**src/rtl/hs_chan_pkg.sv**
```systemverilog
package hs_chan_pkg;

  // strobes issued by the control unit to the datapath each cycle
  typedef struct packed {
    logic push;        // write inData into the FIFO
    logic pop;         // move FIFO head into the link register
    logic loadDirect;  // move inData straight into the link register
    logic capture;     // receiver takes the link word
    logic drop;        // inData discarded, FIFO full
  } chanStrobes_t;

  typedef enum logic [1:0] {
    SND_IDLE,
    SND_REQ,
    SND_REL
  } sendState_t;

  typedef enum logic {
    RCV_IDLE,
    RCV_ACK
  } recvState_t;

endpackage

```
**src/rtl/hs_chan_datapath.sv**
```systemverilog
module hs_chan_datapath
  import hs_chan_pkg::*;
#(
  parameter int WIDTH = 16,
  parameter int DEPTH = 4
) (
  input  logic             clk,
  input  logic             rst,
  input  chanStrobes_t     strb,
  input  logic [WIDTH-1:0] inData,
  output logic             fifoEmpty,
  output logic             fifoFull,
  output logic [WIDTH-1:0] linkData,
  output logic             outValid,
  output logic [WIDTH-1:0] outData,
  output logic             overflow
);

  localparam int AW = (DEPTH > 1) ? $clog2(DEPTH) : 1;
  localparam int CW = $clog2(DEPTH + 1);
  localparam logic [CW-1:0] FULL_CNT = CW'(DEPTH);
  localparam logic [AW-1:0] LAST_IDX = AW'(DEPTH - 1);

  logic [WIDTH-1:0] mem [DEPTH];
  logic [AW-1:0]    wrPtr, rdPtr;
  logic [CW-1:0]    count;

  assign fifoEmpty = (count == '0);
  assign fifoFull  = (count == FULL_CNT);

  always_ff @(posedge clk) begin
    if (strb.push) mem[wrPtr] <= inData;
  end

  always_ff @(posedge clk) begin
    if (rst) begin
      wrPtr <= '0;
      rdPtr <= '0;
      count <= '0;
    end else begin
      if (strb.push) wrPtr <= (wrPtr == LAST_IDX) ? '0 : wrPtr + 1'b1;
      if (strb.pop)  rdPtr <= (rdPtr == LAST_IDX) ? '0 : rdPtr + 1'b1;
      case ({strb.push, strb.pop})
        2'b10:   count <= count + 1'b1;
        2'b01:   count <= count - 1'b1;
        default: count <= count;
      endcase
    end
  end

  // link register: held stable for the whole request phase
  always_ff @(posedge clk) begin
    if (rst)                  linkData <= '0;
    else if (strb.loadDirect) linkData <= inData;
    else if (strb.pop)        linkData <= mem[rdPtr];
  end

  // receiver capture register and status pulses
  always_ff @(posedge clk) begin
    if (rst) begin
      outData  <= '0;
      outValid <= 1'b0;
      overflow <= 1'b0;
    end else begin
      if (strb.capture) outData <= linkData;
      outValid <= strb.capture;
      overflow <= strb.drop;
    end
  end


  dropOnlyWhenFull_chk: assert property (@(posedge clk) disable iff (rst)
    overflow |-> $past(fifoFull));


  noPushWhenFull_chk: assert property (@(posedge clk) disable iff (rst)
    strb.push |-> (!fifoFull || strb.pop));


  countBound_chk: assert property (@(posedge clk) disable iff (rst)
    count <= FULL_CNT);


  outPulse_chk: assert property (@(posedge clk) disable iff (rst)
    outValid |=> !outValid);

endmodule

```
**src/rtl/hs_chan_control.sv**
```systemverilog
module hs_chan_control
  import hs_chan_pkg::*;
(
  input  logic         clk,
  input  logic         rst,
  input  logic         inValid,
  input  logic         fifoEmpty,
  input  logic         fifoFull,
  output chanStrobes_t strb,
  output logic         req,
  output logic         ack
);

  sendState_t sndState;
  recvState_t rcvState;
  logic       linkReady;
  logic       startXfer;

  assign req = (sndState == SND_REQ);
  assign ack = (rcvState == RCV_ACK);

  // link free: idle, or release phase with acknowledge already low
  assign linkReady = (sndState == SND_IDLE) || ((sndState == SND_REL) && !ack);

  always_comb begin
    strb            = '0;
    strb.loadDirect = inValid && linkReady && fifoEmpty;
    strb.pop        = linkReady && !fifoEmpty;
    strb.push       = inValid && !strb.loadDirect && (!fifoFull || strb.pop);
    strb.drop       = inValid && !strb.loadDirect && fifoFull && !strb.pop;
    strb.capture    = (rcvState == RCV_IDLE) && req;
  end

  assign startXfer = strb.loadDirect || strb.pop;

  // sender controller
  always_ff @(posedge clk) begin
    if (rst) begin
      sndState <= SND_IDLE;
    end else begin
      unique case (sndState)
        SND_IDLE: if (startXfer) sndState <= SND_REQ;
        SND_REQ:  if (ack)       sndState <= SND_REL;
        SND_REL:  if (!ack)      sndState <= startXfer ? SND_REQ : SND_IDLE;
        default:                 sndState <= SND_IDLE;
      endcase
    end
  end

  // receiver controller
  always_ff @(posedge clk) begin
    if (rst) begin
      rcvState <= RCV_IDLE;
    end else begin
      unique case (rcvState)
        RCV_IDLE: if (req)  rcvState <= RCV_ACK;
        RCV_ACK:  if (!req) rcvState <= RCV_IDLE;
        default:            rcvState <= RCV_IDLE;
      endcase
    end
  end


  reqRiseAckLow_chk: assert property (@(posedge clk) disable iff (rst)
    $rose(req) |-> !ack);


  reqDropAfterAck_chk: assert property (@(posedge clk) disable iff (rst)
    (req && ack) |=> !req);


  ackDropAfterReq_chk: assert property (@(posedge clk) disable iff (rst)
    (ack && !req) |=> !ack);


  dropExclusive_chk: assert property (@(posedge clk) disable iff (rst)
    strb.drop |-> !(strb.push || strb.loadDirect));

endmodule

```
**src/rtl/handshake_channel.sv**
```systemverilog
module handshake_channel
  import hs_chan_pkg::*;
#(
  parameter int WIDTH = 16,
  parameter int DEPTH = 4
) (
  input  logic             clk,
  input  logic             rst,
  input  logic             inValid,
  input  logic [WIDTH-1:0] inData,
  output logic             outValid,
  output logic [WIDTH-1:0] outData,
  output logic             overflow
);

  chanStrobes_t     strb;
  logic             fifoEmpty, fifoFull;
  logic             req, ack;
  logic [WIDTH-1:0] linkData;

  hs_chan_control i_control (
    .clk       (clk),
    .rst       (rst),
    .inValid   (inValid),
    .fifoEmpty (fifoEmpty),
    .fifoFull  (fifoFull),
    .strb      (strb),
    .req       (req),
    .ack       (ack)
  );

  hs_chan_datapath #(.WIDTH(WIDTH), .DEPTH(DEPTH)) i_datapath (
    .clk       (clk),
    .rst       (rst),
    .strb      (strb),
    .inData    (inData),
    .fifoEmpty (fifoEmpty),
    .fifoFull  (fifoFull),
    .linkData  (linkData),
    .outValid  (outValid),
    .outData   (outData),
    .overflow  (overflow)
  );


  linkStable_chk: assert property (@(posedge clk) disable iff (rst)
    (req && $past(req)) |-> $stable(linkData));


  captureAfterReq_chk: assert property (@(posedge clk) disable iff (rst)
    $rose(req) |=> (outValid && ack));


  ackNeedsReq_chk: assert property (@(posedge clk) disable iff (rst)
    $rose(ack) |-> req);

endmodule

```
**config.mk**
```make
export PLATFORM = sky130hd
export DESIGN_NAME = handshake_channel
export DESIGN_NICKNAME = d
export VERILOG_FILES = /design/src/rtl/hs_chan_pkg.sv /design/src/rtl/hs_chan_datapath.sv /design/src/rtl/hs_chan_control.sv /design/src/rtl/handshake_channel.sv
export SDC_FILE = /design/constraint.sdc
export NUM_CORES = 1
export LEC_CHECK = 0
export ABC_AREA = 1
export CAP_MARGIN = 20
export CORE_ASPECT_RATIO = 2
export CORE_MARGIN = 3
export CORE_UTILIZATION = 50
export CTS_CLUSTER_SIZE = 28
export DETAILED_ROUTE_END_ITERATION = 8
export PLACE_DENSITY = 0.67
export SLEW_MARGIN = 20
export SYNTH_ARGS = -nofsm -noshare
export SYNTH_HDL_FRONTEND = slang
export SYNTH_HIERARCHICAL = 1
export SYNTH_SLANG_ARGS = --single-unit
```
**constraint.sdc**
```tcl
create_clock -name clk -period 4.95 [get_ports clk]
set_input_delay 0.99 -clock clk [delete_from_list [all_inputs] [get_ports clk]]
set_output_delay 0.99 -clock clk [all_outputs]
set_load 0.02 [all_outputs]
```
After elaboration in Yosys (flattened, before gate mapping) --
Memories as Yosys holds them, arrays and structs flattened. A register that Yosys moved wholly into a read port is not among the register bits. Index checks and enable logic that the tools add are counted.
Storage, ports and cells: memories kept 1, output and inout port bits 18, logic and storage cells 62, input bits 19, flip-flop bits (word level) 44, memory bits (writable) 64
Operators by class: add/subtract/negate cells 4, reductions and logical operators 22, equality and inequality tests 10, muxes and demuxes 15, bitwise operators 1
Memories:
- i_datapath.mem | depth 4, width 16, rd ports 1, clocked after memory_dff 1, write ports 1, RTL line hs_chan_datapath.sv:24 | logic [WIDTH-1:0] mem [DEPTH];
Operators with widths (number):
- 16-bit two-way mux | 2
- 2-bit two-way mux | 7
- 1-bit logical AND | 9
- 2-bit == test (second input constant) | 4
- 2-bit one-hot mux with 3 select lines | 1
- 3-bit one-hot mux with 2 select lines | 1
- 1-bit logical NOT | 5
- 2-bit by 1-bit adder with 2-bit output (second input constant) | 2
- 2-bit by 1-bit == test with 1-bit output (second input constant) | 2
- 1-bit two-way mux | 4
- 2-bit != test (second input constant) | 2
- 2-bit nonzero test | 2
- 3-bit by 1-bit adder with 3-bit output (second input constant) | 1
- 3-bit == test (second input constant) | 1
- 3-bit logical NOT | 1
- 1-bit logical OR | 3
- 3-bit AND reduction | 1
- 3-bit by 1-bit subtractor with 3-bit output (second input constant) | 1
- 2-bit logical NOT | 1
- 2-bit by 1-bit != test with 1-bit output (second input constant) | 1
- 1-bit NOT | 1

Depth between registers and ports, before layout --
Gate-level depths: netlist of the first run.
depth in word-level cells 10, gate-level depth with buffers 15, gate-level depth less buffers 15

Cells and area by module --
The synthesis of the first run kept the hierarchy.
By module, submodules not included:
- hs_chan_datapath | instances 1, cells each 450, sequential area each 2782.7 µm², area each 4390.5 µm²
- hs_chan_control | instances 1, cells each 29, sequential area each 60.1 µm², area each 185.2 µm²

Least setup slack after synthesis of the first run --
No wires, ideal clock.
path type in2reg, start point input port inValid, end point register i_datapath.count[2], arrival 2.192 ns, slack 2.639 ns, data required time 4.831 ns, cell stages on the path 10, setup time 0.119 ns, buffers on the path 0, path through o21ai_1 > nor2_1 > inv_1 > ha_1 > inv_1 > fa_1 > nand2_1 > nand3_1 > o21ai_0 > a21oi_1
RTL lines:
- from (decl) | RTL line handshake_channel.sv:9 | input logic inValid,
- to (signal assigned) | RTL line hs_chan_datapath.sv:44 | 2'b10: count <= count + 1'b1;
- to (signal assigned) | RTL line hs_chan_datapath.sv:45 | 2'b01: count <= count - 1'b1;
- to (signal assigned) | RTL line hs_chan_datapath.sv:46 | default: count <= count;
- to (decl) | RTL line hs_chan_datapath.sv:26 | logic [CW-1:0] count;

==> summary.txt, run 1 <==
Die
  • CORE AREA: 0.00877 sq mm
  • Die width: 73.6 um
  • Initial Utilization: 0.521
  • FP Rows: 48
  • Ports: 37
  • Die area: 0.0104 sq mm
  • Die H: 141 um

STA
  • Minimum clock period: 2.78 ns
  • Endpoints failing hold: 0
  • Fmax: 360 MHz
  • Setup TNS: 0 ns
  • Fin crit share: 0.561
  • Slew Limit Fails: 0
  • Slew headroom: 0.301
  • Clock skew: 0.00608 ns
  • RSZ-0062 raised after global routing: false
  • Final-report setup violation count: 0
  • Worst-Margin Slew: 1.04 ns

CTS
  • Worst-path clk slew: 0.07 ns
  • Setup bufs post-CTS: 0
  • Max H-tree Level: 3
  • CTS resizes: 0
  • Clk sinks: 110
  • Hold buffers post-CTS: 0
  • Clock Latency Late Sink: 0.34 ns
  • CTS tree: yes
  • CTS root buffer: clkbuf_16
  • Max Root-Sink Buffers: 2
  • Num CTS Buffers: 9

Min path
  • WHS Endpoint: i_control/sndState[1]$_SDFFE_PP0P_
  • Hold_sp: i_control/ack$_SDFF_PP0_
  • Hold Crit Depth: 2
  • Hold crit path type: reg -> reg

GRT
  • First-pass GRT wire length: 15.1 mm
  • Largest net degree at the start of global routing: 34
  • GRT Total Usage: 0.192
  • Initial antenna violation count: 0
  • GR Overflow Total: 0
  • Number of global-route vias before repair: 3041

Layout
  • Syn-to-layout area delta: 14.1%
  • Fin area: 0.00522 sq mm
  • Storage cell area: 0.00284 sq mm
  • Multi-input combinational cell area: 0.00126 sq mm
  • Fillers: 765
  • Layout cells sized above 1: 0.0546
  • Total Nets Final: 534
  • Antenna cells: 0

Worst setup path
  • R2R depth: 12
  • WP buf/inv: 3
  • CP cell instances: clkdlybuf4s50_1, nand3_1, nor2_1, buf_4, inv_1, nor2_1, nor2_1, o21ai_0, a21oi_1
  • CP required: 5.17 ns
  • CP Data Arrival Time: 2.99 ns
  • Critical path class: in -> reg
  • Peak per-stage delay on the critical path: 0.80 ns
  • Worst path most repeated cell: nor2_1
  • Crit end category: register
  • Crit start category: input pin
  • Reg-to-reg slack, setup: 2.55 ns
  • Worst path slowest cell: nor2_1
  • CP Max Fanout: 11
  • Top delay family on crit path: simple AND/OR/NAND/NOR gates
  • Worst reg2reg path endpoint: i_datapath/count[2]$_SDFFE_PP0P_
  • R2R Path Start: i_datapath/count[0]$_SDFFE_PP0P_

Power
  • LEAKAGE: 0.00228 uW
  • PwrDens: 567 mW/mm^2
  • Maximum vdd drop: 0.000394 V

Yosys
  • Synthesized cell area: 0.00457 sq mm
  • Syn Nets: 504
  • Ys Warns: 6
  • Cells after Synth: 478
  • Post-Synthesis Mean Instance Area: 9.56 sq um

Detailed routing
  • Vias post-DR: 3164
  • DR pass1 iterations: 4
  • Initial detailed-routing violation count: 285
  • Antenna Violating Nets Remaining: 0
  • Wire per inst: 15.4 um
  • Post-Route WL: 9.44 mm
  • Post-DR vias/cell: 5.16
  • DRC: 0

Run status
  • Status: finished, final reports clean

Place
  • GPL Wtd Cong: 0.816
  • Post-DP HPWL: 6.22 mm
  • Dpl cell area: 0.00493 sq mm
  • Number of port buffers: 36

Run
  • Maximum Capacitance Violations: 0
-- worst max path at each step --
stage	from	end	slack (ns)	cells past startpoint
3_3_place_gp	inValid	i_datapath/linkData[0]$_SDFFE_PP0P_	1.88	9
3_5_place_dp	inValid	i_datapath/linkData[0]$_SDFFE_PP0P_	1.84	9
2_1_floorplan	inValid	i_datapath/count[2]$_SDFFE_PP0P_	2.64	10
4_1_cts	inValid	i_datapath/linkData[0]$_SDFFE_PP0P_	2.20	9
6_report	inValid	i_datapath/linkData[0]$_SDFFE_PP0P_	2.17	9
5_1_grt	inValid	i_datapath/linkData[0]$_SDFFE_PP0P_	2.00	9
-- per-layer routing --
metal	GRT usage	vias up	routed length, um
li1	-	1592	-
met1	0.226	1501	3820
met2	0.341	57	5180
met3	0.0314	14	254
met4	0.0716	0	181
met5	0	-	0
-- placed cells by master, fill, tap and decap left out --
cell type        instances
clkbuf_16                9
nand3_1                 36
nor3_1                   4
inv_4                    3
clkinv_2                 2
a22oi_1                 14
nand2_2                  2
o21ai_0                 23
o21ai_1                  1
clkbuf_8                 3
nand2_1                104
ha_1                     6
clkdlybuf4s50_1         36
edfxtp_1                64
inv_1                   80
dfxtp_1                 46
nand3_4                  1
a21oi_1                 24
nand3b_1                 1
buf_4                    3
fa_1                     1
nor2_1                  44
inv_2                    3
clkbuf_1                 1
nor2_4                   2
-- report_power, final --
part           internal [uW]  leakage [uW]  total, uW  switching (uW)
combinational            332       0.00117        967             635
sequential              1190      0.000962       1310             121
clock                    381      0.000146        682             300
-- layout make-up --
type / instances / area share
Sequential cell: 110 / 0.545
Multi-Input combinational cell: 263 / 0.241
Timing Repair Buffer: 39 / 0.0734
Inverter: 85 / 0.0621
Clock buffer: 13 / 0.0518
Tap cell: 100 / 0.0240
Clock inverter: 3 / 0.00312
-- registers in the layout, indices dropped and copies added (netlist names), named ones only --
signal               cells
i_datapath/linkData     16
i_datapath/count         3
i_datapath/overflow      1
i_control/ack            1
i_datapath/mem          64
i_datapath/outValid      1
i_datapath/rdPtr         2
i_control/sndState       2
i_datapath/outData      16
i_datapath/wrPtr         2
-- worst register-to-register path, stage by stage, from the launching register on --
cell and delay, ns:
dfxtp_1 0.35, nor3_1 0.28, inv_1 0.14, o21ai_1 0.19, nor2_1 0.12, inv_1 0.15, ha_1 0.19, inv_1 0.07
fa_1 0.40, nand2_1 0.09, nand3_1 0.09, o21ai_0 0.16, a21oi_1 0.05
-- metrics by stage --
| stage | util | setup slack, ns | hold slack (ns) | power (uW) | std cells |
|---|---|---|---|---|---|
| after global routing | 0.595 | 2.00 | 0.501 | 3150 | 613 |
| after global placement | 0.562 | 1.88 | 0.451 | 2270 | 597 |
| final | 0.595 | 2.17 | 0.477 | 2960 | 613 |
| after detailed placement | 0.562 | 1.84 | 0.467 | 2300 | 597 |
| after floorplan | - | 2.64 | 0.438 | 2040 | 478 |
| after CTS | 0.595 | 2.20 | 0.478 | 2980 | 613 |
Power figures use the tool's default switching activity.
==> inputs of run 2 (changes only) <==
PLACE_DENSITY = 0.7   (was 0.67)
clock period = 2.4 ns   (was 4.95 ns; I/O delays follow)
==> run 2 against run 1 <==
Against the previous run: sequential share of layout area is 1.1 points lower; clock skew is 0.0023 ns higher; register-to-register slack worse by 2.4 ns; largest power group unchanged; largest cell class unchanged; design area is 2.1% higher; highest routed layer unchanged; wire length is 2.2% higher.
==> summary.txt, run 2 (same netlist as run 1, synthesis figures left out) <==
Worst setup path
  • Reg-to-reg slack, setup: 0.13 ns (-2.42 ns)
  • Worst path most repeated cell: inv_1
  • Top delay family on crit path: simple AND/OR/NAND/NOR gates
  • CP required: 2.62 ns (-2.55 ns)
  • Crit start category: register
  • CP Max Fanout: 5 (-6)
  • Worst path slowest cell: fa_1
  • R2R depth: 14 (+2)
  • Crit end category: register
  • Critical Path Stages: 14 (+5)
  • CP cell instances: nor3_1, inv_1, nand3_4, nand2_2, inv_1, nor2_1, inv_1, ha_1, inv_1, fa_1, nand2_1, nand3_1, o21ai_0, a21oi_1
  • WP buf/inv: 4 (+1)
  • Peak per-stage delay on the critical path: 0.40 ns (-0.40 ns)
  • CP Data Arrival Time: 2.49 ns (-0.50 ns)
  • Critical path class: reg -> reg

Layout
  • Antenna cells: 0 (unchanged)
  • Total Nets Final: 544 (+1.9%)
  • Most common cell after layout, fill and taps aside: nand2_1
  • Largest Register: i_datapath/mem
  • Largest registers: i_datapath/mem (64), i_datapath/linkData (16), i_datapath/outData (16)
  • Largest register FFs: 64 (unchanged)
  • Layout cells sized above 1: 0.0707 (+0.0162)
  • Highest-count cells in the layout ignoring fill and taps: 104 x nand2_1, 80 x inv_1, 64 x edfxtp_1
  • Syn-to-layout area delta: 16.6%
  • Post-layout util: 0.608 (+0.0127)

STA
  • Clock skew: 0.00842 ns (+0.00235 ns)
  • Slew headroom: 0.621 (+0.321)
  • Setup TNS: 0 ns (unchanged)
  • Slew Limit Fails: 0 (unchanged)
  • Fin crit share: 0.946
  • Fmax: 440 MHz
  • RSZ-0062 raised after global routing: false
  • Endpoints failing hold: 0 (unchanged)
  • Slack of the critical path: 0.128 ns (-2.04 ns)
  • Minimum clock period: 2.27 ns
  • Final-report setup violation count: 0 (unchanged)
  • Worst-Margin Slew: 0.567 ns (-0.478 ns)
  • Hold_ws: 0.470 ns (-0.00673 ns)

Die
  • CORE AREA: 0.00877 sq mm (unchanged)
  • Die H: 141 um (unchanged)
  • FP Rows: 48 (unchanged)
  • Die width: 73.6 um (unchanged)
  • Initial Utilization: 0.521 (unchanged)
  • Die area: 0.0104 sq mm (unchanged)
  • Ports: 37 (unchanged)

Detailed routing
  • Vias post-DR: 3225 (+1.9%)
  • Post-Route WL: 9.65 mm (+2.2%)
  • DR pass1 iterations: 4 (unchanged)
  • Antenna Violating Nets Remaining: 0 (unchanged)
  • Initial detailed-routing violation count: 216 (-24%)
  • DRC: 0 (unchanged)
  • Post-DR vias/cell: 5.18 (+0.29%)
  • Wire per inst: 15.5 um (+0.58%)

Place
  • GPL Wtd Cong: 0.824 (+0.89%)
  • Number of port buffers: 36 (unchanged)
  • Place WS: 0.0747 ns (-1.77 ns)
  • Post-DP HPWL: 6.27 mm (+0.80%)

Min path
  • Hold crit path type: reg -> reg
  • Hold Crit Depth: 2 (unchanged)

CTS
  • Clock Latency Late Sink: 0.34 ns (about the same)
  • Clk sinks: 110 (unchanged)
  • Worst-path clk slew: 0.07 ns (about the same)
  • Setup bufs post-CTS: 0 (unchanged)
  • Max Root-Sink Buffers: 2 (unchanged)
  • Hold buffers post-CTS: 0 (unchanged)
  • CTS tree: yes
  • Num CTS Buffers: 9 (unchanged)
  • CTS resizes: 0 (unchanged)
  • CTS root buffer: clkbuf_16
  • Max H-tree Level: 3 (unchanged)

GRT
  • GR Overflow Total: 0 (unchanged)
  • First-pass GRT wire length: 15.9 mm (+5.1%)
  • Largest net degree at the start of global routing: 33 (-2.9%)
  • Number of global-route vias before repair: 3296 (+8.4%)
  • GRT Total Usage: 0.202 (+0.00924)
  • Initial antenna violation count: 0 (unchanged)

Power
  • PwrDens: 1190 mW/mm^2 (+110%)
  • LEAKAGE: 0.00234 uW (+2.6%)
  • Total chip power: 6340 uW (+110%)
  • Maximum vdd drop: 0.000897 V (+130%)

Run
  • Maximum Capacitance Violations: 0 (unchanged)

Run status
  • Status: finished, final reports clean
-- run 2: final cells by class --
| type | count | area, sq um |
|---|---|---|
| Fill cell | 711 | 3440 |
| Sequential cell | 110 | 2840 |
| Clock inverter | 2 | 37.5 |
| Inverter | 85 | 324 |
| Timing Repair Buffer | 49 | 458 |
| Clock buffer | 14 | 285 |
| Tap cell | 100 | 125 |
| Multi-Input combinational cell | 263 | 1260 |
-- run 2: power breakdown --
part	switching (uW)	leakage (uW)	internal, uW
sequential	232	0.000962	2450
combinational	1360	0.00122	747
clock	620	0.000154	930
-- run 2: worst reg2reg max path, stage by stage, from the launching register on --
cell and delay (ns):
dfxtp_1 0.34, nor3_1 0.23, inv_1 0.13, nand3_4 0.11, nand2_2 0.05, inv_1 0.06
nor2_1 0.05, inv_1 0.08, ha_1 0.16, inv_1 0.07, fa_1 0.40, nand2_1 0.09
nand3_1 0.10, o21ai_0 0.22, a21oi_1 0.06
-- run 2: per-stage QoR --
step / instance area, sq um / std cells
after floorplan: 4570 / 478
after global placement: 5010 / 607
after detailed placement: 5010 / 607
after CTS: 5330 / 623
after global routing: 5330 / 623
final: 5330 / 623
-- run 2: per-layer routing --
layer | track usage | vias to the layer above | part of all wire
met5 | 0 | - | 0
met1 | 0.227 | 1539 | 0.39
met3 | 0.0357 | 9 | 0.043
met2 | 0.360 | 67 | 0.55
li1 | - | 1610 | -
met4 | 0.0860 | 0 | 0.015
-- run 2: path summary, 6_finish.rpt --
check,end,start
min,i_control/sndState[1]$_SDFFE_PP0P_,i_control/ack$_SDFF_PP0_
max,i_datapath/count[2]$_SDFFE_PP0P_,i_datapath/count[0]$_SDFFE_PP0P_
min reg2reg,i_control/sndState[1]$_SDFFE_PP0P_,i_control/ack$_SDFF_PP0_
max reg2reg,i_datapath/count[2]$_SDFFE_PP0P_,i_datapath/count[0]$_SDFFE_PP0P_
==> inputs of run 3 (changes only) <==
CORE_UTILIZATION = 55   (was 50)
CTS_BUF_LIST = sky130_fd_sc_hd__clkbuf_16   (was default)
DONT_BUFFER_PORTS = 1   (was default)
==> run 3 against run 2 <==
Against the previous run: first-iteration DRC count fell by 39%; core utilization up 0.42 points; sequential cell count did not move; largest cell class unchanged; highest routed layer unchanged.
==> summary.txt, run 3 (same netlist as run 1, synthesis figures left out) <==
STA
  • Worst-Margin Slew: 0.571 ns (+0.00411 ns)
  • Final-report setup violation count: 0 (unchanged)
  • Slew Limit Fails: 0 (unchanged)
  • Clock skew: 0.00866 ns (+0.000241 ns)
  • RSZ-0062 raised after global routing: false
  • Endpoints failing hold: 0 (unchanged)
  • Minimum clock period: 2.22 ns (-0.0536 ns)
  • Fin crit share: 0.924 (-0.0223)
  • Fmax: 451 MHz (+2.4%)
  • Slew headroom: 0.619 (-0.00274)
  • Setup TNS: 0 ns (unchanged)

Layout
  • Total Nets Final: 503 (-7.5%)
  • Antenna cells: 0 (unchanged)
  • Highest-count cells in the layout ignoring fill and taps: 104 x nand2_1, 81 x inv_1, 64 x edfxtp_1
  • Syn-to-layout area delta: 7.09%
  • Multi-input combinational cell area: 0.00126 sq mm (+0.70%)
  • Storage cell area: 0.00284 sq mm (unchanged)
  • Largest registers: i_datapath/mem (64), i_datapath/linkData (16), i_datapath/outData (16)
  • Most common cell after layout, fill and taps aside: nand2_1
  • Largest Register: i_datapath/mem
  • Layout cells sized above 1: 0.0726 (+0.00187)
  • Largest register FFs: 64 (unchanged)
  • Fillers: 654 (-8.0%)

CTS
  • Clock Latency Late Sink: 0.34 ns (about the same)
  • CTS resizes: 0 (unchanged)
  • Num CTS Buffers: 9 (unchanged)
  • Hold buffers post-CTS: 0 (unchanged)
  • Max Root-Sink Buffers: 2 (unchanged)
  • CTS tree: yes
  • Setup bufs post-CTS: 0 (unchanged)
  • Clk sinks: 110 (unchanged)
  • Max H-tree Level: 3 (unchanged)
  • CTS root buffer: clkbuf_16
  • Worst-path clk slew: 0.07 ns (about the same)

Worst setup path
  • R2R Path Start: i_datapath/count[0]$_SDFFE_PP0P_
  • Worst reg2reg path endpoint: i_datapath/count[2]$_SDFFE_PP0P_
  • CP Max Fanout: 5 (unchanged)
  • Crit start category: register
  • Reg-to-reg slack, setup: 0.18 ns (+0.05 ns)
  • Crit end category: register
  • CP Data Arrival Time: 2.48 ns (about the same)
  • CP startpoint: i_datapath/count[0]$_SDFFE_PP0P_
  • CP required: 2.67 ns (+0.05 ns)
  • Critical path class: reg -> reg
  • Crit path capture: i_datapath/count[2]$_SDFFE_PP0P_
  • R2R depth: 15 (+1)

GRT
  • Number of global-route vias before repair: 3147 (-4.5%)
  • First-pass GRT wire length: 15.1 mm (-4.8%)
  • Initial antenna violation count: 0 (unchanged)
  • GR Overflow Total: 0 (unchanged)
  • Largest net degree at the start of global routing: 33 (unchanged)
  • GRT Total Usage: 0.207 (+0.00540)

Detailed routing
  • Post-DR vias/cell: 5.33 (+2.9%)
  • Antenna Violating Nets Remaining: 0 (unchanged)
  • Post-Route WL: 9.24 mm (-4.2%)
  • DR pass1 iterations: 4 (unchanged)
  • Wire per inst: 16.0 um (+3.2%)
  • Initial detailed-routing violation count: 132 (-39%)
  • DRC: 0 (unchanged)
  • Vias post-DR: 3078 (-4.6%)

Run status
  • Status: finished, final reports clean

Place
  • GPL Wtd Cong: 0.789 (-4.2%)
  • Post-DP HPWL: 6.39 mm (+1.8%)
  • Number of port buffers: 0 (-100%)

Die
  • Ports: 37 (unchanged)
  • CORE AREA: 0.00800 sq mm (-8.8%)
  • Die width: 70.5 um (-4.3%)
  • FP Rows: 46 (-4.2%)
  • Die area: 0.00951 sq mm (-8.5%)
  • Initial Utilization: 0.571 (+0.0501)
  • Die H: 135 um (-4.5%)

Power
  • Total chip power: 5940 uW (-6.2%)
  • Maximum vdd drop: 0.000874 V (-2.6%)
  • LEAKAGE: 0.00218 uW (-6.9%)
  • PwrDens: 1210 mW/mm^2 (+2.1%)

Run
  • Maximum Capacitance Violations: 0 (unchanged)

Min path
  • Hold crit path type: in -> reg
[run 3: final cells by class]
type | instances | share of cell area
Timing Repair Buffer | 8 | 0.0123
Tap cell | 96 | 0.0245
Clock buffer | 10 | 0.0511
Inverter | 85 | 0.0662
Sequential cell | 110 | 0.581
Clock inverter | 6 | 0.00690
Multi-Input combinational cell | 263 | 0.258
[run 3: stage by stage]
step                      instance area [sq um]  cells   util  hold WS (ns)  setup slack [ns]
after CTS                                  4890    578  0.611         0.197            0.0668
after floorplan                            4570    478      -         0.438             0.403
after global placement                     4600    562  0.575         0.450             0.248
after detailed placement                   4600    562  0.575         0.478            0.0864
after global routing                       4900    578  0.612         0.194           0.00538
final                                      4900    578  0.612         0.203             0.182
[run 3: worst min path at each step]
stage	startpoint	endpoint	slack (ns)	depth (start not counted)
floorplan	i_control/ack$_SDFF_PP0_	i_control/sndState[1]$_SDFFE_PP0P_	0.44	2
global placement	i_control/ack$_SDFF_PP0_	i_control/sndState[1]$_SDFFE_PP0P_	0.45	2
detailed placement	i_datapath/linkData[12]$_SDFFE_PP0P_	i_datapath/outData[12]$_SDFFE_PP0P_	0.48	2
CTS	rst	i_datapath/linkData[13]$_SDFFE_PP0P_	0.20	1
global route	rst	i_datapath/linkData[13]$_SDFFE_PP0P_	0.19	1
finish	rst	i_datapath/overflow$_SDFF_PP0_	0.20	1
[run 3: report_power, final]
part           internal (uW)  switching (uW)
combinational            568            1150
clock                    762             623
sequential              2450             386
[run 3: routing by layer]
layer  global-route usage  up-vias  part of all wire
met2                0.378       75              0.55
li1                     -     1524                 -
met3               0.0477       18             0.053
met1                0.222     1461              0.37
met4               0.0938        0             0.029
met5                    0        -                 0
[run 3: critical path: stages (launching register included)]
cell,delay (ns)
dfxtp_1,0.36
nor3_2,0.22
inv_1,0.13
nand3_4,0.11
nand2_2,0.05
inv_1,0.06
nor2_1,0.08
inv_2,0.10
ha_1,0.17
inv_1,0.07
fa_1,0.39
inv_1,0.07
nand2_1,0.05
nand3_1,0.07
o21ai_0,0.07
a21oi_1,0.16
